## src/rtl/i2cm_pkg.sv

```systemverilog
package i2cm_pkg;

    typedef enum logic [2:0] {
        CMD_NONE  = 3'd0,
        CMD_START = 3'd1,
        CMD_STOP  = 3'd2,
        CMD_WRITE = 3'd3,
        CMD_READ  = 3'd4,
        CMD_TEST  = 3'd5,
        CMD_CLEAR = 3'd6,
        CMD_RSVD  = 3'd7
    } cmd_e;

    localparam logic [2:0] ERR_NONE     = 3'd0;
    localparam logic [2:0] ERR_SCL_HELD = 3'd1;
    localparam logic [2:0] ERR_SDA_HELD = 3'd2;
    localparam logic [2:0] ERR_NO_ACK   = 3'd3;
    localparam logic [2:0] ERR_STOP_SDA = 3'd4;

    localparam int         UNIT_W  = 3;
    localparam logic [2:0] U_ZERO  = 3'd0;
    localparam logic [2:0] U_SHORT = 3'd3;
    localparam logic [2:0] U_LONG  = 3'd6;

    typedef enum logic [1:0] {
        OP_BUS  = 2'd0,
        OP_WR   = 2'd1,
        OP_RD   = 2'd2,
        OP_TEST = 2'd3
    } op_e;

    typedef enum logic [4:0] {
        S_IDLE, S_ST_SDA, S_ST_SCL, S_ST_HOLD, S_ST_SDALO, S_ST_SCLLO,
        S_SP_SDA, S_SP_SCL, S_SP_HOLD, S_SP_REL, S_SP_END,
        S_TX_SDA, S_TX_SET, S_TX_HI1, S_TX_HI2, S_TX_LO,
        S_RX_SET, S_RX_HI1, S_RX_HI2, S_RX_LO,
        S_TS_A, S_TS_B
    } st_e;

    function automatic logic [2:0] units_of(st_e s);
        logic [2:0] u;
        unique case (s)
            S_IDLE:                                  u = U_ZERO;
            S_ST_SDA, S_ST_SCL:                      u = U_SHORT;
            S_SP_SDA, S_SP_SCL, S_SP_REL, S_SP_END:  u = U_SHORT;
            S_TX_SDA, S_TX_HI1:                      u = U_SHORT;
            S_RX_HI1, S_RX_HI2:                      u = U_SHORT;
            S_TS_A, S_TS_B:                          u = U_SHORT;
            default:                                 u = U_LONG;
        endcase
        return u;
    endfunction

endpackage

```

## src/rtl/i2cm_sync.sv

```systemverilog
module i2cm_sync #(
    parameter int W      = 2,
    parameter int STAGES = 2
) (
    input  logic         clk,
    input  logic         rst_n,
    input  logic [W-1:0] d,
    output logic [W-1:0] q
);
    logic [W-1:0] chain [STAGES];

    for (genvar g = 0; g < STAGES; g++) begin : g_stage
        if (g == 0) begin : g_first
            always_ff @(posedge clk or negedge rst_n) begin
                if (!rst_n) chain[0] <= '1;
                else        chain[0] <= d;
            end
        end else begin : g_next
            always_ff @(posedge clk or negedge rst_n) begin
                if (!rst_n) chain[g] <= '1;
                else        chain[g] <= chain[g-1];
            end
        end
    end

    assign q = chain[STAGES-1];
endmodule

```

## src/rtl/i2cm_phase_timer.sv

```systemverilog
module i2cm_phase_timer #(
    parameter int DIV = 200,
    parameter int UW  = 3
) (
    input  logic          clk,
    input  logic          rst_n,
    input  logic          start,
    input  logic [UW-1:0] units,
    output logic          expire
);
    localparam int            PW   = (DIV > 1) ? $clog2(DIV) : 1;
    localparam logic [PW-1:0] PMAX = PW'(DIV - 1);

    logic [PW-1:0] pre;
    logic [UW-1:0] left;
    logic          run;

    assign expire = run && (pre == PMAX) && (left == UW'(1));

    always_ff @(posedge clk or negedge rst_n) begin
        if (!rst_n) begin
            pre  <= '0;
            left <= '0;
            run  <= 1'b0;
        end else if (start) begin
            pre  <= '0;
            left <= units;
            run  <= (units != '0);
        end else if (run) begin
            if (pre == PMAX) begin
                pre  <= '0;
                left <= left - UW'(1);
                if (left == UW'(1)) run <= 1'b0;
            end else begin
                pre <= pre + PW'(1);
            end
        end
    end
endmodule

```

## src/rtl/i2cm_err_latch.sv

```systemverilog
module i2cm_err_latch #(
    parameter int W = 3
) (
    input  logic         clk,
    input  logic         rst_n,
    input  logic         clr,
    input  logic         set,
    input  logic [W-1:0] code,
    output logic [W-1:0] err
);
    always_ff @(posedge clk or negedge rst_n) begin
        if (!rst_n)                    err <= '0;
        else if (clr)                  err <= '0;
        else if (set && err == '0)     err <= code;
    end
endmodule

```

## src/rtl/i2c_fault_master.sv

```systemverilog
module i2c_fault_master
    import i2cm_pkg::*;
#(
    parameter int TICK_DIV = 200,
    parameter int DW       = 8,
    parameter int SYNC_N   = 2
) (
    input  logic          clk,
    input  logic          rst_n,
    input  logic          cmd_valid,
    input  logic [2:0]    cmd_code,
    input  logic [DW-1:0] wr_data,
    input  logic          ack_in,
    output logic          busy,
    output logic          done,
    output logic [DW-1:0] rd_data,
    output logic          ack_out,
    output logic [2:0]    err_code,
    output logic          bus_ok,
    input  logic          scl_in,
    input  logic          sda_in,
    output logic          scl_oe,
    output logic          sda_oe
);
    localparam int            CW    = $clog2(DW + 1);
    localparam logic [CW-1:0] LASTB = CW'(DW - 1);

    st_e           st, nx;
    op_e           op;
    logic [DW-1:0] sh;
    logic [CW-1:0] cnt;
    logic          ackq, tst_fin, scl_park, sda_park;
    logic          expire, tm_start;
    logic [1:0]    lines_s;
    logic          scl_s, sda_s;
    logic          flag_set;
    logic [2:0]    flag_code;
    logic          acc, clr_acc, test_acc, tx_bit;

    i2cm_sync #(.W(2), .STAGES(SYNC_N)) u_sync (
        .clk(clk), .rst_n(rst_n), .d({scl_in, sda_in}), .q(lines_s)
    );
    assign scl_s = lines_s[1];
    assign sda_s = lines_s[0];

    assign tm_start = (nx != st);
    i2cm_phase_timer #(.DIV(TICK_DIV), .UW(UNIT_W)) u_timer (
        .clk(clk), .rst_n(rst_n), .start(tm_start),
        .units(units_of(nx)), .expire(expire)
    );

    assign acc      = (st == S_IDLE) && cmd_valid;
    assign clr_acc  = acc && (cmd_code == CMD_CLEAR);
    assign test_acc = acc && (cmd_code == CMD_TEST);

    i2cm_err_latch #(.W(3)) u_err (
        .clk(clk), .rst_n(rst_n), .clr(clr_acc || test_acc),
        .set(flag_set), .code(flag_code), .err(err_code)
    );

    assign tx_bit = (op == OP_WR) ? sh[DW-1] : ackq;
    assign busy   = (st != S_IDLE);

    // next state and line checks
    always_comb begin
        nx        = st;
        flag_set  = 1'b0;
        flag_code = ERR_NONE;
        unique case (st)
            S_IDLE: begin
                if (cmd_valid) begin
                    unique case (cmd_code)
                        CMD_START: nx = S_ST_SDA;
                        CMD_STOP,
                        CMD_TEST:  nx = S_SP_SDA;
                        CMD_WRITE: nx = wr_data[DW-1] ? S_TX_SDA : S_TX_SET;
                        CMD_READ:  nx = S_RX_SET;
                        default:   nx = S_IDLE;
                    endcase
                end
            end
            S_ST_SDA:   if (expire) nx = S_ST_SCL;
            S_ST_SCL: begin
                if (expire) begin
                    nx = S_ST_HOLD;
                    if (!scl_s) begin flag_set = 1'b1; flag_code = ERR_SCL_HELD; end
                end
            end
            S_ST_HOLD:  if (expire) nx = S_ST_SDALO;
            S_ST_SDALO: if (expire) nx = S_ST_SCLLO;
            S_ST_SCLLO: if (expire) nx = S_IDLE;
            S_SP_SDA:   if (expire) nx = S_SP_SCL;
            S_SP_SCL: begin
                if (expire) begin
                    nx = S_SP_HOLD;
                    if (!scl_s) begin flag_set = 1'b1; flag_code = ERR_SCL_HELD; end
                end
            end
            S_SP_HOLD:  if (expire) nx = S_SP_REL;
            S_SP_REL: begin
                if (expire) begin
                    nx = S_SP_END;
                    if (!sda_s) begin flag_set = 1'b1; flag_code = ERR_STOP_SDA; end
                end
            end
            S_SP_END: begin
                if (expire) nx = (op == OP_TEST && !tst_fin) ? S_TS_A : S_IDLE;
            end
            S_TX_SDA: begin
                if (expire) begin
                    nx = S_TX_SET;
                    if (!sda_s) begin flag_set = 1'b1; flag_code = ERR_SDA_HELD; end
                end
            end
            S_TX_SET:   if (expire) nx = S_TX_HI1;
            S_TX_HI1: begin
                if (expire) begin
                    nx = S_TX_HI2;
                    if (!scl_s) begin flag_set = 1'b1; flag_code = ERR_SCL_HELD; end
                end
            end
            S_TX_HI2:   if (expire) nx = S_TX_LO;
            S_TX_LO: begin
                if (expire) begin
                    if (op == OP_WR && cnt != LASTB) nx = sh[DW-2] ? S_TX_SDA : S_TX_SET;
                    else if (op == OP_WR)            nx = S_RX_SET;
                    else                             nx = S_IDLE;
                end
            end
            S_RX_SET:   if (expire) nx = S_RX_HI1;
            S_RX_HI1: begin
                if (expire) begin
                    nx = S_RX_HI2;
                    if (!scl_s) begin flag_set = 1'b1; flag_code = ERR_SCL_HELD; end
                end
            end
            S_RX_HI2: begin
                if (expire) begin
                    nx = S_RX_LO;
                    if (op == OP_WR && sda_s) begin flag_set = 1'b1; flag_code = ERR_NO_ACK; end
                end
            end
            S_RX_LO: begin
                if (expire) begin
                    if (op == OP_WR)        nx = S_IDLE;
                    else if (cnt == LASTB)  nx = ackq ? S_TX_SDA : S_TX_SET;
                    else                    nx = S_RX_SET;
                end
            end
            S_TS_A: if (expire) nx = (!scl_s && sda_s) ? S_TS_B : S_IDLE;
            S_TS_B: if (expire) nx = (scl_s && !sda_s) ? S_SP_SDA : S_IDLE;
            default: nx = S_IDLE;
        endcase
    end

    // state register and sequence data
    always_ff @(posedge clk or negedge rst_n) begin
        if (!rst_n) begin
            st       <= S_IDLE;
            op       <= OP_BUS;
            sh       <= '0;
            cnt      <= '0;
            ackq     <= 1'b0;
            tst_fin  <= 1'b0;
            scl_park <= 1'b0;
            sda_park <= 1'b0;
            rd_data  <= '0;
            ack_out  <= 1'b0;
            bus_ok   <= 1'b0;
            done     <= 1'b0;
        end else begin
            st   <= nx;
            done <= (st != S_IDLE && nx == S_IDLE) || clr_acc;
            if (acc) begin
                cnt     <= '0;
                tst_fin <= 1'b0;
                unique case (cmd_code)
                    CMD_WRITE: begin op <= OP_WR; sh <= wr_data; end
                    CMD_READ:  begin op <= OP_RD; ackq <= ack_in; end
                    CMD_TEST:  begin op <= OP_TEST; bus_ok <= 1'b0; end
                    default:   op <= OP_BUS;
                endcase
            end
            if (expire) begin
                unique case (st)
                    S_ST_SCLLO: begin scl_park <= 1'b1; sda_park <= 1'b1; end
                    S_SP_END: begin
                        if (!(op == OP_TEST && !tst_fin)) begin
                            scl_park <= 1'b0; sda_park <= 1'b0;
                        end
                    end
                    S_TX_LO: begin
                        cnt <= cnt + CW'(1);
                        if (op == OP_WR) sh <= {sh[DW-2:0], 1'b0};
                        else begin
                            rd_data  <= sh;
                            scl_park <= 1'b1;
                            sda_park <= !ackq;
                        end
                    end
                    S_RX_HI2: begin
                        if (op == OP_RD) sh <= {sh[DW-2:0], sda_s};
                        else             ack_out <= sda_s;
                    end
                    S_RX_LO: begin
                        cnt <= cnt + CW'(1);
                        if (op == OP_WR) begin scl_park <= 1'b1; sda_park <= 1'b0; end
                    end
                    S_TS_A: begin
                        if (!(!scl_s && sda_s)) begin scl_park <= 1'b0; sda_park <= 1'b0; end
                    end
                    S_TS_B: begin
                        if (scl_s && !sda_s) begin
                            bus_ok <= 1'b1; tst_fin <= 1'b1; scl_park <= 1'b0;
                        end else begin
                            scl_park <= 1'b0; sda_park <= 1'b0;
                        end
                    end
                    default: ;
                endcase
            end
        end
    end

    // line drive per state (1 pulls the line low)
    always_comb begin
        scl_oe = 1'b0;
        sda_oe = 1'b0;
        unique case (st)
            S_IDLE:               begin scl_oe = scl_park; sda_oe = sda_park; end
            S_ST_SDA:             begin scl_oe = scl_park; sda_oe = 1'b0;     end
            S_ST_SCL, S_ST_HOLD:  begin scl_oe = 1'b0;     sda_oe = 1'b0;     end
            S_ST_SDALO:           begin scl_oe = 1'b0;     sda_oe = 1'b1;     end
            S_ST_SCLLO:           begin scl_oe = 1'b1;     sda_oe = 1'b1;     end
            S_SP_SDA:             begin scl_oe = scl_park; sda_oe = 1'b1;     end
            S_SP_SCL, S_SP_HOLD:  begin scl_oe = 1'b0;     sda_oe = 1'b1;     end
            S_SP_REL, S_SP_END:   begin scl_oe = 1'b0;     sda_oe = 1'b0;     end
            S_TX_SDA:             begin scl_oe = 1'b1;     sda_oe = 1'b0;     end
            S_TX_SET, S_TX_LO:    begin scl_oe = 1'b1;     sda_oe = !tx_bit;  end
            S_TX_HI1, S_TX_HI2:   begin scl_oe = 1'b0;     sda_oe = !tx_bit;  end
            S_RX_SET, S_RX_LO:    begin scl_oe = 1'b1;     sda_oe = 1'b0;     end
            S_RX_HI1, S_RX_HI2:   begin scl_oe = 1'b0;     sda_oe = 1'b0;     end
            S_TS_A:               begin scl_oe = 1'b1;     sda_oe = 1'b0;     end
            S_TS_B:               begin scl_oe = 1'b0;     sda_oe = 1'b1;     end
            default:              begin scl_oe = 1'b0;     sda_oe = 1'b0;     end
        endcase
    end
endmodule

```

## config.mk

```make
export PLATFORM = sky130hd
export DESIGN_NAME = i2c_fault_master
export DESIGN_NICKNAME = d
export VERILOG_FILES = /design/src/rtl/i2cm_pkg.sv /design/src/rtl/i2cm_sync.sv /design/src/rtl/i2cm_phase_timer.sv /design/src/rtl/i2cm_err_latch.sv /design/src/rtl/i2c_fault_master.sv
export SDC_FILE = /design/constraint.sdc
export NUM_CORES = 1
export LEC_CHECK = 0
export CORE_UTILIZATION = 52
export CTS_CLUSTER_DIAMETER = 150
export DETAILED_ROUTE_END_ITERATION = 12
export DONT_BUFFER_PORTS = 1
export GPL_ROUTABILITY_DRIVEN = 0
export PLACE_DENSITY = 0.66
export SLEW_MARGIN = 20
export SYNTH_ARGS = -nofsm -noshare
export SYNTH_HDL_FRONTEND = slang
export SYNTH_SLANG_ARGS = --single-unit
```

## constraint.sdc

```tcl
create_clock -name clk -period 6.2 [get_ports clk]
set_input_delay 0.31 -clock clk [delete_from_list [all_inputs] [get_ports clk]]
set_output_delay 0.31 -clock clk [all_outputs]
set_load 0.05 [all_outputs]
```

==> results.py, run 1 <==
metrics = {
    "drt": {
        "viasPerCell": 6.38,
        "first_pass_iters": 5,
        "vias": 3177,
        "wl_per_cell_um": 18.5,
        "drtIter0Drc": 295,
        "ant_nets": 0,
        "drcViolationCount": 0,
        "routed_wl_mm": 9.20,
    },
    "placed_design": {
        "io_buffers": 0,
        "dpl.hpwl_mm": 6.36,
        "place_ws_ps": 2660,
        "placed_area_sq_mm": 0.00364,
    },
    "clock_tree": {
        "worstSkewPairLatency_ps": 310,
        "clk_pin_slew_ps": 100,
        "clkSinkCount": 53,
        "cts_tree": "built",
        "numCtsBuffers": 5,
        "cts_max_path_buffers": 2,
        "cts_max_level": 2,
        "cts_root_buf": "clkbuf_8",
    },
    "timing": {
        "slew-limit-headroom_pct": 27.2,
        "setup_tns_ps": 0,
        "drv_slew": 0,
        "rsz0062_at_grt": "no",
        "finalCriticalPeriod_ps": 3630,
        "worst_pin_slew_ps": 1110,
        "fin_ws_ps": 2570,
        "finClkSkew_ps": 7.17,
        "timing.final.crit_share_pct": 58.6,
        "finalHoldViolCount": 0,
        "setup_violations": 0,
        "max_freq_ghz": 0.275,
        "holdWs_ps": 144,
    },
    "synthesis": {
        "yosysUniqueCellTypes": 72,
        "synth_largest_area_cell": "dfrtp_1",
        "synth_edf_count": 0,
        "synth_area_sq_mm": 0.00365,
        "synth_nets": 439,
        "async_flop_share_pct": 100,
        "syn_avg_cell_area_sq_um": 8.77,
        "ys_warn_count": 0,
        "synthFlopType": "dfrtp_1",
        "synthCells": 416,
        "netlist.area_leader.share_pct": 33.6,
        "ys_ff_latch": 53,
        "yosysSeqAreaShare_pct": 36.5,
        "netlist_top_cells_area": "dfrtp_1, mux2_2, a21oi_1",
    },
    "setup_path": {
        "arrival_ps": 3850,
        "r2r-start": "st[1]",
        "cp_max_fo": 36,
        "cp.required_ps": 6420,
        "cp-end-kind": "flip-flop",
        "critical_path.startpoint": "st[1]",
        "critPathKind": "reg2reg",
        "crit_path_start_kind": "flip-flop",
    },
    "power": {
        "power_density_mw_per_mm2": 253,
        "ir_drop_uv": 193,
        "p_leak_nw": 1.60,
    },
    "global_routing": {
        "grt_pass1_wl_mm": 15.3,
        "antenna_found_initial": 0,
        "first_global_vias": 2959,
        "grt_max_degree": 54,
        "track_usage_pct": 26.5,
        "grt_overflow": 0,
    },
    "cells_and_area": {
        "syn2layout_area_growth_pct": 5.01,
        "drive_gt1_share_pct": 11.2,
        "antennaDiodeCount": 0,
        "finish.instance_area_sq_mm": 0.00383,
        "nets": 424,
    },
    "die": {
        "initial_core_util_pct": 53.7,
        "die_w_um": 85.8,
        "rows": 30,
        "die_y_um": 85.8,
        "die_area_sq_mm": 0.00735,
        "io_pins": 34,
        "coreArea_sq_mm": 0.00679,
    },
    "hold_path": {
        "hp-start": "ack_in",
        "hp-class": "in2reg",
    },
    "run": {
        "maxCapViolations": 0,
    },
    "status": {
        "status": "finished clean",
    },
}
[Yosys cell counts (all sizes together) (4+ instances only)]
cell type  count
dfrtp         49
nand2         40
nor2          36
a21oi         32
buf           20
mux2          18
o21ai         18
inv           15
nor3          14
mux2i         12
nand3         12
nand2b        11
nor2b         11
clkbuf         7
nand3b         7
o22ai          7
o31ai          7
ha             6
nand4          6
nand4b         5
nor4           5
dfstp          4
o211ai         4
o22a           4
xor2           4
[per-layer routing]
layer  up-vias  global-route usage, %  part of all wire (%)
met3        25                   6.06                   8.5
met5         -                      0                     0
li1       1495                      -                     -
met2       148                   38.8                    44
met4         0                   10.2                   2.6
met1      1509                   38.3                    45
[through the flow]
stage                     utilization (%)  power, mW  std cells
final                                56.4      0.970        498
after global routing                 56.4       1.03        498
after CTS                            56.2      0.972        497
after detailed placement             53.5      0.705        485
after global placement               53.5      0.696        485
after floorplan                         -      0.663        416
[cell type report]
cell class | count | area, sq um
flip-flops and latches | 53 | 1330
well taps | 96 | 120
clock inverters | 2 | 41.3
multi-input cells | 320 | 2130
fillers | 634 | 2960
inverters | 16 | 60.1
clock buffers | 6 | 82.6
repair buffers | 5 | 68.8
[state kept, by name, indices dropped and copies added (netlist names)]
signal	cells
bus_ok	1
done	1
sh	8
u_sync.q	2
u_timer.left	3
u_timer.pre	8
st	5
op	2
cnt	4
ack_out	1
tst_fin	1
rd_data	8
u_sync.chain	2
u_err.err	3
scl_park	1
sda_park	1
u_timer.run	1
ackq	1
[final timing paths]
| check | end | slack, ps | cells after the start |
|---|---|---|---|
| setup / recovery | u_timer.left[0] | 2570 | 7 |
| hold / removal | ackq | 140 | 1 |
| min in group asynchronous | sda_park | 550 | 2 |
| hold reg to reg | u_sync.q[1] | 370 | 0 |
| setup reg to reg | u_timer.left[0] | 2570 | 7 |
| max in group asynchronous | u_sync.chain[3] | 5330 | 2 |
[power by group]
part | internal [mW] | leakage [nW] | switching, mW
Sequential | 0.399 | 0.649 | 0.101
Clock | 0.134 | 0.0633 | 0.124
Combinational | 0.100 | 0.888 | 0.111
Total | 0.634 | 1.60 | 0.336
[cell families after synthesis]
| family | after synthesis | synth area share (%) |
|---|---|---|
| AOI/OAI and AO/OA | 100 | 18.1 |
| xor gates and xnor gates | 6 | 1.44 |
| adders and majority gates | 6 | 2.06 |
| buffers and inverters | 43 | 5.21 |
| DFF | 53 | 36.5 |
| muxes | 30 | 8.85 |
| and+or+nand+nor | 178 | 27.9 |
[worst max-delay path, stage by stage, from the launching register on]
cell	delay (ps)
dfrtp_1	790
nor4_1	640
and2_0	390
nand3_1	540
nand2_1	410
mux2_2	370
a32o_1	220
o22ai_1	170
[placed cells by master (no fill, tap or decap), drive strengths merged, types with 5 or more instances in the layout]
| cell | netlist | layout |
|---|---|---|
| a21oi | 32 | 32 |
| clkbuf | 7 | 6 |
| dfrtp | 49 | 49 |
| ha | 6 | 6 |
| inv | 15 | 16 |
| mux2 | 18 | 18 |
| mux2i | 12 | 12 |
| nand2 | 40 | 40 |
| nand2b | 11 | 11 |
| nand3 | 12 | 12 |
| nand3b | 7 | 7 |
| nand4 | 6 | 6 |
| nand4b | 5 | 5 |
| nor2 | 36 | 36 |
| nor2b | 11 | 11 |
| nor3 | 14 | 14 |
| nor4 | 5 | 5 |
| o21ai | 18 | 18 |
| o22ai | 7 | 7 |
| o31ai | 7 | 7 |
[what timing repair did]
| action | 4_1_cts | 5_1_grt |
|---|---|---|
| hold buffers | 4 | 0 |
| gates resized for setup | 0 | 0 |
| buffers inserted | 0 | 0 |
| endpoints found under the hold margin | 55 | 0 |
Power figures use the tool's default switching activity.
==> inputs of run 2 (changes only) <==
- PLACE_DENSITY: 0.66 -> 0.69
- clock period: 6.2 -> 3.27 ns (I/O delays scaled with it)
==> run 2 against run 1 <==
Effect of this change:
- die area unchanged
- first-iteration DRC count shrank 5.8%
- power up 89%
- combinational power is 110% higher
- sequential cell count unchanged
- global-route usage rose by 0.51 points
- largest power group unchanged
- highest routed layer unchanged
==> results.py, run 2 (synthesis gave the netlist of run 1 again) <==
metrics = {
    "status": {
        "status": "finished clean",
    },
    "drt": {
        "wl_per_cell_um": 18.0,
        "ant_nets": 0,
        "first_pass_iters": 5,
        "routed_wl_mm": 9.24,
        "viasPerCell": 6.26,
        "drcViolationCount": 0,
        "vias": 3213,
        "drtIter0Drc": 278,
    },
    "die": {
        "die_w_um": 85.8,
        "rows": 30,
        "die_area_sq_mm": 0.00735,
        "die_y_um": 85.8,
        "initial_core_util_pct": 53.7,
        "coreArea_sq_mm": 0.00679,
        "io_pins": 34,
    },
    "clock_tree": {
        "clkSinkCount": 53,
        "numCtsBuffers": 5,
        "worstSkewPairLatency_ps": 320,
        "cts_max_path_buffers": 2,
        "clk_pin_slew_ps": 110,
        "cts_root_buf": "clkbuf_8",
        "cts_max_level": 2,
        "cts_tree": "built",
    },
    "timing": {
        "rsz0062_at_grt": "no",
        "slew-limit-headroom_pct": 62.5,
        "finClkSkew_ps": 11.6,
        "max_freq_ghz": 0.324,
        "setup_violations": 0,
        "timing.final.crit_share_pct": 94.5,
        "finalHoldViolCount": 0,
        "holdWs_ps": 35.2,
        "finalCriticalPeriod_ps": 3090,
        "setup_tns_ps": 0,
        "drv_slew": 0,
        "worst_pin_slew_ps": 557,
    },
    "cells_and_area": {
        "mostFrequentLayoutCells": "dfrtp_1, nand2_1, nor2_1, a21oi_1",
        "fin_util_pct": 58.0,
        "antennaDiodeCount": 0,
        "drive_gt1_share_pct": 14.4,
        "syn2layout_area_growth_pct": 8.06,
        "reg.largest.list": "rd_data x8, sh x8, u_timer.pre x8",
        "final_common_cell": "dfrtp_1",
        "nets": 439,
        "stdcell_count": 513,
    },
    "setup_path": {
        "cp.required_ps": 3510,
        "cp_slowest_cell": "dfrtp_1",
        "path_depth": 8,
        "rrSetupSlack_ps": 180,
        "critical_path.startpoint": "st[4]",
        "critPathKind": "reg2reg",
        "crit_path_cell_trace": "and3b_1, o21ai_0, a21oi_1, nor4_1, mux2i_1, nand4_1, buf_4, nor3b_2",
        "r2r-start": "st[4]",
        "reg2regPathDepth": 8,
        "arrival_ps": 3330,
        "crit_family": "simple AND/OR/NAND/NOR gates",
        "cp-end-kind": "flip-flop",
        "crit_path_start_kind": "flip-flop",
        "cp_max_fo": 18,
        "cpPeakStageDelay_ps": 690,
        "crit_buf_inv": 1,
    },
    "placed_design": {
        "io_buffers": 0,
        "dpl.hpwl_mm": 6.76,
        "placedCellCount": 500,
    },
    "global_routing": {
        "grt_overflow": 0,
        "grt_pass1_wl_mm": 15.5,
        "track_usage_pct": 27.1,
        "grt_max_degree": 54,
        "antenna_found_initial": 0,
        "first_global_vias": 3101,
    },
    "power": {
        "ir_drop_uv": 367,
        "power_density_mw_per_mm2": 465,
        "power_mw": 1.83,
        "p_leak_nw": 1.67,
    },
    "run": {
        "maxCapViolations": 0,
    },
    "hold_path": {
        "hp-start": "cmd_code[0]",
        "min_path_cells": 2,
        "hp-class": "in2reg",
    },
}
==> run 2: cell types whose count changed in the layout (fill, tap and decap cells not counted) <==
cell	delta
clkinvlp_4	+1
dlygate4sd3_1	+1
nor4_1	-1
buf_6	-1
nor4_2	+1
clkbuf_8	-1
buf_4	+15
==> run 2: cell type report <==
cell class	instances	area, sq um
fill	617	2850
inverter	16	60.1
timing repair buffer	20	180
clock inverter	3	48.8
sequential	53	1330
tap	96	120
clock buffer	5	68.8
multi-input combinational	320	2130
==> run 2: layer usage <==
layer	vias to the layer above	GRT usage (%)	wire length [um]
met1	1542	37.8	4350
met3	19	4.33	501
met5	-	0	0
met4	0	7.42	143
li1	1529	-	-
met2	123	43.7	4240
==> run 2: power breakdown <==
part	leakage (nW)	internal [mW]	switching, mW
registers	0.649	0.758	0.160
logic	0.963	0.201	0.242
clock network	0.0563	0.234	0.240
==> run 2: worst paths after layout <==
path                                   to
max                        u_timer.pre[7]
min                                 op[0]
max reg2reg                u_timer.pre[7]
min reg2reg                   u_sync.q[0]
max in group asynchronous     u_sync.q[1]
min in group asynchronous        scl_park
==> run 2: per-stage QoR <==
stage	setup slack [ps]	area [sq um]
detailed placement	286	3750
CTS	257	3940
floorplan	727	3650
global route	44.9	3940
global placement	403	3750
finish	181	3940
==> run 2: repair_timing <==
| item | 4_1_cts | 5_1_grt |
|---|---|---|
| resized for setup | 0 | 1 |
| hold buffers | 5 | 0 |
| endpoints found under the hold margin | 56 | 0 |
| endpoints found under the setup margin | 0 | 1 |
| setup buffers | 0 | 0 |
==> inputs of run 3 (changes only) <==
- CORE_UTILIZATION: 52 -> 35
- PLACE_DENSITY: 0.69 -> 0.5
==> run 3 against run 2 <==
Effect of this change:
- first-iteration DRC count shrank 29%
- hold slack gained 16 ps
- setup slack gained 130 ps
- sequential cell count is the same
- sequential share of layout area shrank 0.47 points
- clock power shrank 15%
- cell count grew 8.2%
- combinational power is essentially flat
- routed wire length grew 7.7%
- highest routed layer unchanged
==> results.py, run 3 (synthesis gave the netlist of run 1 again) <==
metrics = {
    "timing": {
        "finalCriticalPeriod_ps": 2960,
        "timing.final.crit_share_pct": 90.5,
        "rsz0062_at_grt": "no",
        "worst_pin_slew_ps": 541,
        "drv_slew": 0,
        "slew-limit-headroom_pct": 63.8,
        "finalHoldViolCount": 0,
        "max_freq_ghz": 0.338,
        "setup_tns_ps": 0,
        "finClkSkew_ps": 3.49,
        "setup_violations": 0,
        "fin_ws_ps": 311,
    },
    "die": {
        "die_y_um": 104,
        "die_area_sq_mm": 0.0108,
        "io_pins": 34,
        "rows": 36,
        "die_w_um": 104,
        "initial_core_util_pct": 36.6,
        "coreArea_sq_mm": 0.00995,
    },
    "power": {
        "power_density_mw_per_mm2": 444,
        "ir_drop_uv": 179,
        "p_leak_nw": 1.68,
    },
    "cells_and_area": {
        "antennaDiodeCount": 0,
        "stdcell_count": 555,
        "finish.instance_area_sq_mm": 0.00400,
        "reg.largest.list": "rd_data x8, sh x8, u_timer.pre x8",
        "syn2layout_area_growth_pct": 9.57,
        "fillCellCount": 1016,
        "drive_gt1_share_pct": 15.2,
        "nets": 444,
        "final_common_cell": "dfrtp_1",
        "mostFrequentLayoutCells": "dfrtp_1, nand2_1, nor2_1, a21oi_1, buf_4",
    },
    "drt": {
        "first_pass_iters": 4,
        "routed_wl_mm": 9.94,
        "wl_per_cell_um": 17.9,
        "vias": 3187,
        "viasPerCell": 5.74,
        "drcViolationCount": 0,
        "ant_nets": 0,
        "drtIter0Drc": 197,
    },
    "clock_tree": {
        "cts_max_level": 2,
        "cts_root_buf": "clkbuf_8",
        "clkSinkCount": 53,
        "worstSkewPairLatency_ps": 320,
        "numCtsBuffers": 5,
        "cts_tree": "built",
        "cts_max_path_buffers": 2,
        "clk_pin_slew_ps": 110,
    },
    "global_routing": {
        "first_global_vias": 2993,
        "track_usage_pct": 19.0,
        "antenna_found_initial": 0,
        "grt_max_degree": 54,
        "grt_overflow": 0,
        "grt_pass1_wl_mm": 16.2,
    },
    "setup_path": {
        "arrival_ps": 3210,
        "crit_path_cell_trace": "buf_4, a21oi_1, o32ai_1, a221oi_1, nor4_1, mux2i_1, nand4_1, buf_4, nor3b_2",
        "crit_path_start_kind": "flip-flop",
        "cp-end-kind": "flip-flop",
        "crit_buf_inv": 2,
        "critPathKind": "reg2reg",
        "cpMostUsedCell": "buf_4",
        "cp.required_ps": 3520,
        "cp_slowest_cell": "dfrtp_1",
        "crit_family": "simple AND/OR/NAND/NOR gates",
        "cpPeakStageDelay_ps": 640,
        "cp_max_fo": 24,
    },
    "placed_design": {
        "io_buffers": 0,
        "place_ws_ps": 400,
        "placedCellCount": 542,
        "dpl.hpwl_mm": 7.30,
        "placed_area_sq_mm": 0.00383,
    },
    "status": {
        "status": "finished clean",
    },
    "hold_path": {
        "hp-class": "in2reg",
    },
    "run": {
        "maxCapViolations": 0,
    },
}
## run 3: power breakdown
group	switching, mW	internal [mW]
logic	0.238	0.206
registers	0.170	0.757
clock network	0.247	0.156
total	0.655	1.12
## run 3: area by class of cell
type	count	area, sq um	area share [%]
clock buffers	5	68.8	1.72
clock inverters	3	26.3	0.657
inverters	16	60.1	1.50
multi-input cells	320	2130	53.2
flip-flops and latches	53	1330	33.3
well taps	133	166	4.16
repair buffers	25	218	5.45
## run 3: final timing paths
check,slack [ps],start,end,cells after the start
worst min register to register,360,u_sync.chain[2],u_sync.q[0],0
max in group asynchronous,2590,rst_n,u_sync.q[1],2
worst max-delay path,310,st[1],u_timer.pre[7],9
worst min-delay path,50,cmd_code[0],op[0],2
worst max register to register,310,st[1],u_timer.pre[7],9
min in group asynchronous,370,rst_n,sda_park,2
## run 3: worst reg2reg max path: cells and delay by family, from the launching register on
family,cells,cell delay (ps)
compound gates,3,370
flops,1,640
simple gates,3,960
mux,1,280
buf+inv,2,640
## run 3: through the flow
stage          power (mW)  util, %  hold slack [ps]
2_1_floorplan        1.26        -             -132
3_3_place_gp         1.35     38.5             -129
3_5_place_dp         1.36     38.5             -130
4_1_cts              1.80     40.1             35.7
5_1_grt              1.90     40.1             48.1
6_report             1.78     40.1             50.8
## run 3: routing by layer
layer | global-route usage, % | share of wire (%) | vias up
li1 | - | - | 1536
met1 | 27.3 | 49 | 1547
met2 | 27.9 | 43 | 85
met3 | 3.76 | 5.7 | 19
met4 | 7.04 | 2.4 | 0
met5 | 0 | 0 | -
## run 3: repair_timing
action                                  CTS  global route
endpoints found under the hold margin    56             0
hold buffers                              5             0
setup buffers                             0             0
resized for setup                         0             0
endpoints found under the setup margin    0             0
